File: src/rtl/dct8_pkg.sv
package dct8_pkg;
  localparam int NPT    = 8;
  localparam int HALF   = NPT / 2;
  localparam int MAG_W  = 6;
  localparam int FRAC   = 7;
  localparam int CNT_W  = $clog2(HALF) + 1;
  localparam int DIF_W  = CNT_W + 1;

  // Folded constant for unit k on folded row n (rows n and 7-n share it).
  function automatic int fold_coef(input int k, input int n);
    int r [4];
    case (k)
      0:       r = '{45, 45, 45, 45};
      1:       r = '{63, 53, 36, 12};
      2:       r = '{59, 24, -24, -59};
      3:       r = '{53, -12, -63, -36};
      4:       r = '{45, -45, -45, 45};
      5:       r = '{36, -63, 12, 53};
      6:       r = '{24, -59, 59, -24};
      default: r = '{12, -36, 53, -63};
    endcase
    return r[n];
  endfunction

  // Rows whose constant has magnitude bit b set and the requested sign.
  function automatic logic [HALF-1:0] col_mask(input int k, input int b, input bit want_neg);
    logic [HALF-1:0] m;
    int c;
    int a;
    for (int n = 0; n < HALF; n++) begin
      c = fold_coef(k, n);
      a = (c < 0) ? -c : c;
      m[n] = ((c < 0) == want_neg) && (((a >> b) & 1) == 1);
    end
    return m;
  endfunction
endpackage

File: src/rtl/dct8_butterfly.sv
module dct8_butterfly import dct8_pkg::*; #(
  parameter int IN_W = 8
) (
  input  logic [NPT*IN_W-1:0]   samples,
  output logic [HALF-1:0][IN_W:0] sum_o,
  output logic [HALF-1:0][IN_W:0] dif_o
);
  for (genvar n = 0; n < HALF; n++) begin : g_pair
    logic [IN_W:0] lo_x, hi_x;
    assign lo_x = {samples[n*IN_W + IN_W-1], samples[n*IN_W +: IN_W]};
    assign hi_x = {samples[(NPT-1-n)*IN_W + IN_W-1], samples[(NPT-1-n)*IN_W +: IN_W]};
    assign sum_o[n] = lo_x + hi_x;
    assign dif_o[n] = lo_x - hi_x;
  end
endmodule

File: src/rtl/dct8_colcnt.sv
module dct8_colcnt import dct8_pkg::*; (
  input  logic [HALF-1:0]         pos_bits,
  input  logic [HALF-1:0]         neg_bits,
  output logic signed [DIF_W-1:0] diff
);
  logic [CNT_W-1:0] n_pos, n_neg;

  always_comb begin
    n_pos = '0;
    n_neg = '0;
    for (int i = 0; i < HALF; i++) begin
      n_pos = n_pos + CNT_W'(pos_bits[i]);
      n_neg = n_neg + CNT_W'(neg_bits[i]);
    end
    diff = $signed({1'b0, n_pos}) - $signed({1'b0, n_neg});
  end
endmodule

File: src/rtl/dct8_ipu.sv
module dct8_ipu import dct8_pkg::*; #(
  parameter int K     = 0,
  parameter int BW    = 9,
  parameter int OUT_W = 16
) (
  input  logic                      clk,
  input  logic                      rst,
  input  logic [HALF-1:0]           row_bits,
  input  logic [$clog2(BW)-1:0]     ph,
  input  logic                      res_en,
  output logic signed [OUT_W-1:0]   coef_o
);
  localparam int PH_W  = $clog2(BW);
  localparam int LAST  = BW - 1;
  localparam int ACC_W = BW + CNT_W;
  localparam int SUM_W = ACC_W + MAG_W;
  localparam int LIM   = HALF << (BW - 1);

  logic signed [DIF_W-1:0] diff  [MAG_W];
  logic signed [ACC_W-1:0] term  [MAG_W];
  logic signed [ACC_W-1:0] acc_q [MAG_W];
  logic signed [ACC_W-1:0] red_w [MAG_W];
  logic signed [SUM_W-1:0] red_sum, addend, rounded;
  logic                    at_last;

  assign at_last = (ph == PH_W'(LAST));

  for (genvar b = 0; b < MAG_W; b++) begin : g_col
    logic signed [ACC_W-1:0] shifted;
    dct8_colcnt u_cnt (
      .pos_bits (row_bits & col_mask(K, b, 1'b0)),
      .neg_bits (row_bits & col_mask(K, b, 1'b1)),
      .diff     (diff[b])
    );
    assign shifted = ACC_W'(diff[b]) <<< ph;
    // Sign bit of a folded term weighs negative.
    assign term[b] = at_last ? -shifted : shifted;

    a_r2_acc_bound: assert property (@(posedge clk) disable iff (rst)
      (acc_q[b] <= ACC_W'(LIM)) && (acc_q[b] >= -ACC_W'(LIM)));
  end

  always_ff @(posedge clk) begin
    for (int b = 0; b < MAG_W; b++) begin
      if (rst) begin
        acc_q[b] <= '0;
        red_w[b] <= '0;
      end else if (at_last) begin
        red_w[b] <= acc_q[b] + term[b];
        acc_q[b] <= '0;
      end else begin
        acc_q[b] <= acc_q[b] + term[b];
      end
    end
  end

  // Serial reduction: one column word per cycle during the following slot.
  always_comb begin
    addend = '0;
    for (int b = 0; b < MAG_W; b++)
      if (ph == PH_W'(b)) addend = SUM_W'(red_w[b]) <<< b;
  end

  assign rounded = (red_sum + SUM_W'(1 << (FRAC - 1))) >>> FRAC;

  always_ff @(posedge clk) begin
    if (rst) begin
      red_sum <= '0;
      coef_o  <= '0;
    end else if (at_last) begin
      red_sum <= '0;
      if (res_en) coef_o <= OUT_W'(rounded);
    end else begin
      red_sum <= red_sum + addend;
    end
  end
endmodule

File: src/rtl/dct8_counter_engine.sv
module dct8_counter_engine import dct8_pkg::*; #(
  parameter int IN_W  = 8,
  parameter int OUT_W = 16
) (
  input  logic                   clk,
  input  logic                   rst,
  input  logic                   in_valid,
  output logic                   in_ready,
  input  logic [NPT*IN_W-1:0]    in_samples,
  output logic                   out_valid,
  output logic [NPT*OUT_W-1:0]   out_coefs
);
  localparam int BW   = IN_W + 1;
  localparam int PH_W = $clog2(BW);
  localparam int LAST = BW - 1;

  logic [PH_W-1:0]            ph;
  logic                       accept, scan_vld, red_vld;
  logic [HALF-1:0][BW-1:0]    fold_s, fold_d, sh_s, sh_d;
  logic [HALF-1:0]            bit_s, bit_d;
  logic signed [OUT_W-1:0]    coef_w [NPT];

  assign in_ready = (ph == PH_W'(LAST));
  assign accept   = in_valid & in_ready;

  always_ff @(posedge clk) begin
    if (rst) ph <= PH_W'(LAST);
    else     ph <= (ph == PH_W'(LAST)) ? '0 : ph + 1'b1;
  end

  dct8_butterfly #(.IN_W(IN_W)) u_fold (
    .samples (in_samples),
    .sum_o   (fold_s),
    .dif_o   (fold_d)
  );

  always_ff @(posedge clk) begin
    if (rst) begin
      scan_vld  <= 1'b0;
      red_vld   <= 1'b0;
      out_valid <= 1'b0;
      sh_s      <= '0;
      sh_d      <= '0;
    end else begin
      if (in_ready) begin
        scan_vld  <= accept;
        red_vld   <= scan_vld;
        out_valid <= red_vld;
      end else begin
        out_valid <= 1'b0;
      end
      for (int n = 0; n < HALF; n++) begin
        sh_s[n] <= accept ? fold_s[n] : (sh_s[n] >> 1);
        sh_d[n] <= accept ? fold_d[n] : (sh_d[n] >> 1);
      end
    end
  end

  for (genvar n = 0; n < HALF; n++) begin : g_bits
    assign bit_s[n] = sh_s[n][0] & scan_vld;
    assign bit_d[n] = sh_d[n][0] & scan_vld;
  end

  for (genvar k = 0; k < NPT; k++) begin : g_unit
    logic [HALF-1:0] rows;
    if (k % 2 == 0) begin : g_even
      assign rows = bit_s;
    end else begin : g_odd
      assign rows = bit_d;
    end
    dct8_ipu #(.K(k), .BW(BW), .OUT_W(OUT_W)) u_ipu (
      .clk      (clk),
      .rst      (rst),
      .row_bits (rows),
      .ph       (ph),
      .res_en   (red_vld),
      .coef_o   (coef_w[k])
    );
    assign out_coefs[k*OUT_W +: OUT_W] = coef_w[k];
  end

  a_r1_ready_once: assert property (@(posedge clk) disable iff (rst)
    in_ready |=> !in_ready);
  a_r4_single_strobe: assert property (@(posedge clk) disable iff (rst)
    out_valid |=> !out_valid);
  a_r4_from_reduction: assert property (@(posedge clk) disable iff (rst)
    out_valid |-> $past(red_vld));
  a_r5_scan_to_reduce: assert property (@(posedge clk) disable iff (rst)
    (scan_vld && in_ready) |=> red_vld);
  a_r8_hold: assert property (@(posedge clk) disable iff (rst)
    !out_valid |-> $stable(out_coefs));
endmodule

File: config.mk
export PLATFORM = sky130hd
export DESIGN_NAME = dct8_counter_engine
export DESIGN_NICKNAME = d
export VERILOG_FILES = /design/src/rtl/dct8_pkg.sv /design/src/rtl/dct8_butterfly.sv /design/src/rtl/dct8_colcnt.sv /design/src/rtl/dct8_ipu.sv /design/src/rtl/dct8_counter_engine.sv
export SDC_FILE = /design/constraint.sdc
export NUM_CORES = 2
export LEC_CHECK = 0
export BUFFER_PORTS_ARGS = -buffer_cell sky130_fd_sc_hd__buf_2
export CORE_MARGIN = 1
export CORE_UTILIZATION = 45
export DETAILED_ROUTE_END_ITERATION = 8
export SLEW_MARGIN = 20
export SYNTH_ARGS = -nofsm -noshare
export SYNTH_HDL_FRONTEND = slang
export SYNTH_HIERARCHICAL = 1
export SYNTH_SLANG_ARGS = --single-unit
File: constraint.sdc
create_clock -name clk -period 6.4 [get_ports clk]
set_clock_uncertainty 0.15 [all_clocks]
set_input_delay 0.96 -clock clk [delete_from_list [all_inputs] [get_ports clk]]
set_output_delay 0.96 -clock clk [all_outputs]
set_load 0.02 [all_outputs]
-- Yosys cells after proc, flatten, opt, wreduce, memory -nomap -nowiden
Memories as Yosys holds them, arrays and structs flattened.
Cells that the tools add are included.
- flip-flop bits (word level): 311
- logic and storage cells: 620
- input bits: 67
- output and inout port bits: 130
- memories kept: 16
- RAM bits: 1152
- memory list (name ; depth ; bits a word ; read ports ; clocked after Yosys merged registers in ; wr ports ; line ; source):
    g_unit[0].u_ipu.acc_q ; 6 ; 12 ; 6 ; 0 ; 6 ; dct8_ipu.sv:21 ; logic signed [ACC_W-1:0] acc_q [MAG_W];
    g_unit[0].u_ipu.red_w ; 6 ; 12 ; 6 ; 0 ; 6 ; dct8_ipu.sv:22 ; logic signed [ACC_W-1:0] red_w [MAG_W];
    g_unit[1].u_ipu.acc_q ; 6 ; 12 ; 6 ; 0 ; 6 ; dct8_ipu.sv:21 ;
    g_unit[1].u_ipu.red_w ; 6 ; 12 ; 6 ; 0 ; 6 ; dct8_ipu.sv:22 ;
    g_unit[2].u_ipu.acc_q ; 6 ; 12 ; 6 ; 0 ; 6 ; dct8_ipu.sv:21 ;
    g_unit[2].u_ipu.red_w ; 6 ; 12 ; 6 ; 0 ; 6 ; dct8_ipu.sv:22 ;
    10 more memories ; -- ; -- ; -- ; -- ; -- ; -- ;
- equal/unequal tests: 6
- reductions and logical operators: 5
- shift operators: 27
- bitwise gates (word level): 155
- mux-type cells: 236
- $add $sub $neg: 138
- operators by type and width (cell ; number):
    $mux W12 ; 171
    $mux W18 ; 48
    $add A12 B12 Y12 ; 48
    $neg A12 Y12 ; 27
    $add A18 B18 Y18 ; 8
    $add A18 B8 Y18 const B ; 8
    $or A1 B1 Y1 ; 144
    $sshl A2 B4 Y12 ; 11
    $sshl A3 B4 Y12 ; 9
    $sshl A4 B4 Y12 ; 6
    $mux W8 ; 8
    $add A8 B8 Y9 ; 4
    $sub A8 B8 Y9 ; 4
    $add A1 B1 Y2 ; 12
    $add A3 B1 Y3 ; 5
    $sub A1 B1 Y2 ; 7
    $sshl A1 B4 Y12 const A ; 1
    $sub A2 B2 Y3 ; 4
    $and A1 B1 Y1 ; 9
    $eq A4 B2 Y1 const B ; 2
    $eq A4 B3 Y1 const B ; 2
    $mux W1 ; 8
    $reduce_or A2 Y1 ; 3
    $sub A1 B1 Y2 const A ; 3
    13 further kinds ; 15

-- Longest topological paths before layout
- depth after elaboration: 9
- depth in mapped cells: 23
- gate-level depth less buffers: 23

-- Cells and area by module
Netlist, hierarchy kept.
- by module, submodules not included (module ; sequential area each (um^2) ; area an instance (um^2) ; cells each ; times used):
    dct8_ipu at g_unit[2].u_ipu ... ; 4904.7 ; 12520.8 ; 1355 ; 3
    dct8_ipu at g_unit[0].u_ipu ; 4904.7 ; 13197.7 ; 1408 ; 1
    dct8_ipu at g_unit[6].u_ipu ; 4904.7 ; 13051.3 ; 1414 ; 1
    dct8_ipu at g_unit[5].u_ipu ; 4904.7 ; 12742.2 ; 1352 ; 1
    dct8_ipu at g_unit[1].u_ipu ; 4904.7 ; 12564.6 ; 1350 ; 1
    dct8_ipu at g_unit[7].u_ipu ; 4904.7 ; 12181.7 ; 1270 ; 1
    dct8_colcnt ; 0.0 ; 178.9 ; 19 ; 48
    dct8_butterfly ; 0.0 ; 2904.0 ; 402 ; 1
    dct8_counter_engine ; 1581.5 ; 2864.0 ; 333 ; 1

-- Least setup slack after synthesis
No wires, ideal clock.
- path kind: register -> register
- start: register scan_vld
- end: memory g_unit[4].u_ipu/red_w[5][11] (netlist bit) (data pin)
- data required time: 5.984 ns
- library setup time: 0.266 ns
- data arrival time: 5.788 ns
- path buffers: 0
- period minus slack after synthesis: 6.204 ns
- slack: 0.196 ns
- cell stages (with the launch flop): 21
- cells stage by stage: dfxtp_1 -> and2_1 -> fa_1 -> fa_1 -> fa_1 -> inv_1 -> ha_1 -> fa_1 -> mux2i_1 -> or3_1 -> ha_1 -> nand2_1 -> nand2_1 -> ha_1 -> a211o_1 -> a2111oi_0 -> or3_1 -> a31oi_1 -> xnor2_1 -> xnor2_1 -> nor2_1
- RTL lines (what ; line ; source):
    start: declaration ; dct8_counter_engine.sv:18 ; logic accept, scan_vld, red_vld;
    start signal: assignment ; dct8_counter_engine.sv:46 ; scan_vld <= accept;
    end: declaration ; dct8_ipu.sv:22 ;

==> impl_metrics.tcl <==
set metrics [dict create \
    min_period_over_period_pct 96.25 \
    cts-buffers-inserted 179 \
    reg2reg_depth 21 \
    grt_pass1_vias 93100 \
    drv_slew 0 \
    hold_buffers 0 \
    register_area_um2 40840 \
    synth_compound_gate_area_share_pct 16.76 \
    cts_tree "built" \
    portBuffers 196 \
    switching_power_w 0.02139 \
    wl_per_cell_um 19.54 \
    drive_gt1_share_pct 8.365 \
    min_period_ns 6.160 \
    p_sw_share_pct 41.86 \
    power.leakage_nw 54.69 \
    synth_simple_gate_area_share_pct 16.67 \
    hold_viol_final 0 \
    yosysSeqAreaShare_pct 35.29 \
    synth_common_cells "nor2_1, edfxtp_1, a21oi_1" \
    post-place-ws_ns 0.1202 \
    ys_seq_elements 1463 \
    die-height_um 509.0 \
    clock_latency_ns 0.88 \
    endpoint_kind "flop" \
    dr.first_iter.drc_count 7716 \
    clk_pin_slew_worst_paths_ns 0.06 \
    p_clk_share_pct 20.7 \
    clockBufferDepth 3 \
    finalWorstSetupSlack_ns 0.2397 \
    area_delta_synth_final_pct 12.18 \
    muxShareOfSynthArea_pct 4.278 \
    hp-class "reg2reg" \
    dr.pass1.iters 6 \
    clkSinkCount 1463 \
    core_area_um2 254900 \
    cap_violations 0 \
    grt_pass1_wl_um 516600 \
    instances_no_fill 16910 \
    setup-violations-final 0 \
    grt_max_degree 110 \
    crit_fanout 15 \
    worst_pin_slew_ns 1.132 \
    ant_nets 0 \
    worstPathRequired_ns 6.84 \
    critPathLaunchType "flop" \
    syn_inst 12510 \
    sequentialPowerShare_pct 28.1 \
    dp_hpwl_um 240600 \
    gp_congestion 0.9152 \
    synth_cell_type_count 129 \
    max_freq_ghz 0.1623 \
    n_fill_cell 23560 \
    synth_edf_count 1152 \
    die_area_um2 259000 \
    dp_cells 16560 \
    drc 0 \
    final_cell_area_um2 129700 \
    ys_warn_count 6 \
    ir_drop_uv 333.4 \
    multi_input_area_um2 72340 \
    internal_power_w 0.02971 \
    fp-row-count 185 \
    synthXorXnorAreaFrac_pct 6.981 \
    io_pins 197 \
    whs_path_depth 2 \
    placed_area_um2 123300 \
    vias_per_cell 5.596 \
    grt.overflow.total 0 \
    synthTopCellsByArea "edfxtp_1, ha_1, nor2_1, dfxtp_1, fa_1" \
    grtUsageTotal_pct 25.10 \
    criticalPathCategory "reg2reg" \
    wirelength_um 330500 \
    power_frac_comb_pct 51.2 \
    synth_top_cell_area_share_pct 29.91 \
    antenna_found_initial 21 \
    vias 94640 \
    nets 14630 \
    avgSynthCellArea_um2 9.248 \
    yosysTopAreaCell "edfxtp_1" \
    synth_ff_type "edfxtp_1" \
    yosysMostFrequentCell "nor2_1" \
    initial_utilization_pct 45.38 \
    die_w_um 509.0 \
    status "finished, final reports clean" \
    yosys.area_share.adder_pct 14.80 \
    clockRootBuffer "clkbuf_16" \
    netlist_area_um2 115700 \
    arrival_ns 6.60 \
    async_reset_ff_share_pct 0 \
    synth_top_family_by_area "compound AO/OA/AOI/OAI gates" \
    ctsHtreeMaxLevel 4 \
    powerDensity_nw_per_um2 393.9 \
    maxSlewHeadroom_pct 24.38 \
]
==> worst max-delay path, cell delays in order (launching register included) <==
cell,delay (ns)
dfxtp_1,0.33
and2_1,0.17
buf_12,0.18
fa_1,0.51
fa_1,0.46
fa_1,0.49
inv_1,0.04
ha_1,0.20
fa_1,0.58
mux2i_1,0.09
nor2_1,0.18
nand2_1,0.11
ha_1,0.28
nand2_1,0.06
nand2_1,0.09
ha_1,0.30
a211oi_1,0.30
o21ai_0,0.21
a2111oi_0,0.59
o21ba_2,0.27
o211ai_1,0.09
nor3b_2,0.18
==> cell families (layout without fill, tap and decap cells) <==
family | after synthesis | in the layout
and+or+nand+nor | 4148 | 4148
AOI/OAI and AO/OA | 2998 | 2998
DFF | 1463 | 1463
buffers and inverters | 1354 | 1552
adders and majority gates | 1186 | 1186
xor gates and xnor gates | 921 | 921
muxes | 420 | 420
other | 16 | 857
==> final cells by class <==
cell class | count | share of cell area, %
multi-input cells | 10520 | 55.75
inverters | 743 | 2.165
repair buffers | 472 | 2.612
clock buffers | 233 | 3.862
well taps | 3366 | 3.246
clock inverters | 104 | 0.8612
diodes | 13 | 0.02507
flip-flops and latches | 1463 | 31.47
==> per-layer routing <==
metal | up-vias | part of all wire, % | GRT usage (%) | routed length [um]
li1 | 45430 | - | - | -
met1 | 45690 | 45 | 34.45 | 148200
met2 | 2988 | 46 | 41.21 | 152000
met3 | 532 | 6.5 | 3.151 | 21330
met4 | 8 | 2.7 | 7.385 | 8994
met5 | - | 0.014 | 0 | 46
==> power groups by stage <==
| stage | Sequential [W] | Clock, W | Combinational (W) |
|---|---|---|---|
| 6_report | 0.0143 | 0.0106 | 0.0262 |
| 5_1_grt | 0.0145 | 0.0112 | 0.0290 |
| 3_5_place_dp | 0.0145 | 0 | 0.0254 |
| 4_1_cts | 0.0143 | 0.0109 | 0.0256 |
| 2_1_floorplan | 0.0140 | 0 | 0.0195 |
| 3_3_place_gp | 0.0145 | 0 | 0.0249 |
==> stage by stage <==
step                      TNS (ns)  hold WS, ns  total power, W  utilization [%]
after global routing      -0.01880       0.3001         0.05471            50.90
after detailed placement         0       0.2787         0.03991            48.39
after CTS                        0       0.2743         0.05081            50.79
final                            0       0.2785         0.05111            50.91
after floorplan                  0       0.2718         0.03342                -
after global placement           0       0.2762         0.03938            48.39
==> final timing paths <==
| path | start | to | slack [ns] |
|---|---|---|---|
| min reg2reg | sh_s[21] | sh_s[20] | 0.28 |
| max | scan_vld | g_unit[6].u_ipu/red_w[3][11] | 0.24 |
| min | sh_s[21] | sh_s[20] | 0.28 |
| max reg2reg | scan_vld | g_unit[6].u_ipu/red_w[3][11] | 0.24 |
==> what timing repair did <==
item	4_1_cts	5_1_grt
resized for setup	0	62
setup endpoints to repair	0	76
endpoints found under the hold margin	0	0
setup buffers	0	2
==> sequential cells by signal, summed over array words and instances (netlist names) <==
signal / count
g_unit.u_ipu/acc_q: 576
scan_vld: 1
g_unit.u_ipu/coef_o: 88
red_vld: 1
g_unit.u_ipu/red_w: 576
sh_d: 36
g_unit.u_ipu/red_sum: 144
sh_s: 36
out_valid: 1
ph: 4
==> placed cells by master (no fill, tap or decap), types with 102 or more instances in the layout <==
master	count
a211oi_1	215
a21o_1	221
a21oi_1	873
and2_1	315
buf_2	195
buf_4	250
clkbuf_16	186
conb_1	844
dfxtp_1	306
edfxtp_1	1152
fa_1	303
ha_1	880
inv_1	719
mux2i_1	329
nand2_1	822
nand2b_1	129
nand3_1	121
nor2_1	1870
nor2b_1	170
nor3_1	212
o21a_1	102
o21ai_0	550
o22ai_1	173
xnor2_1	513
xor2_1	401
Power figures use the tool's default switching activity.
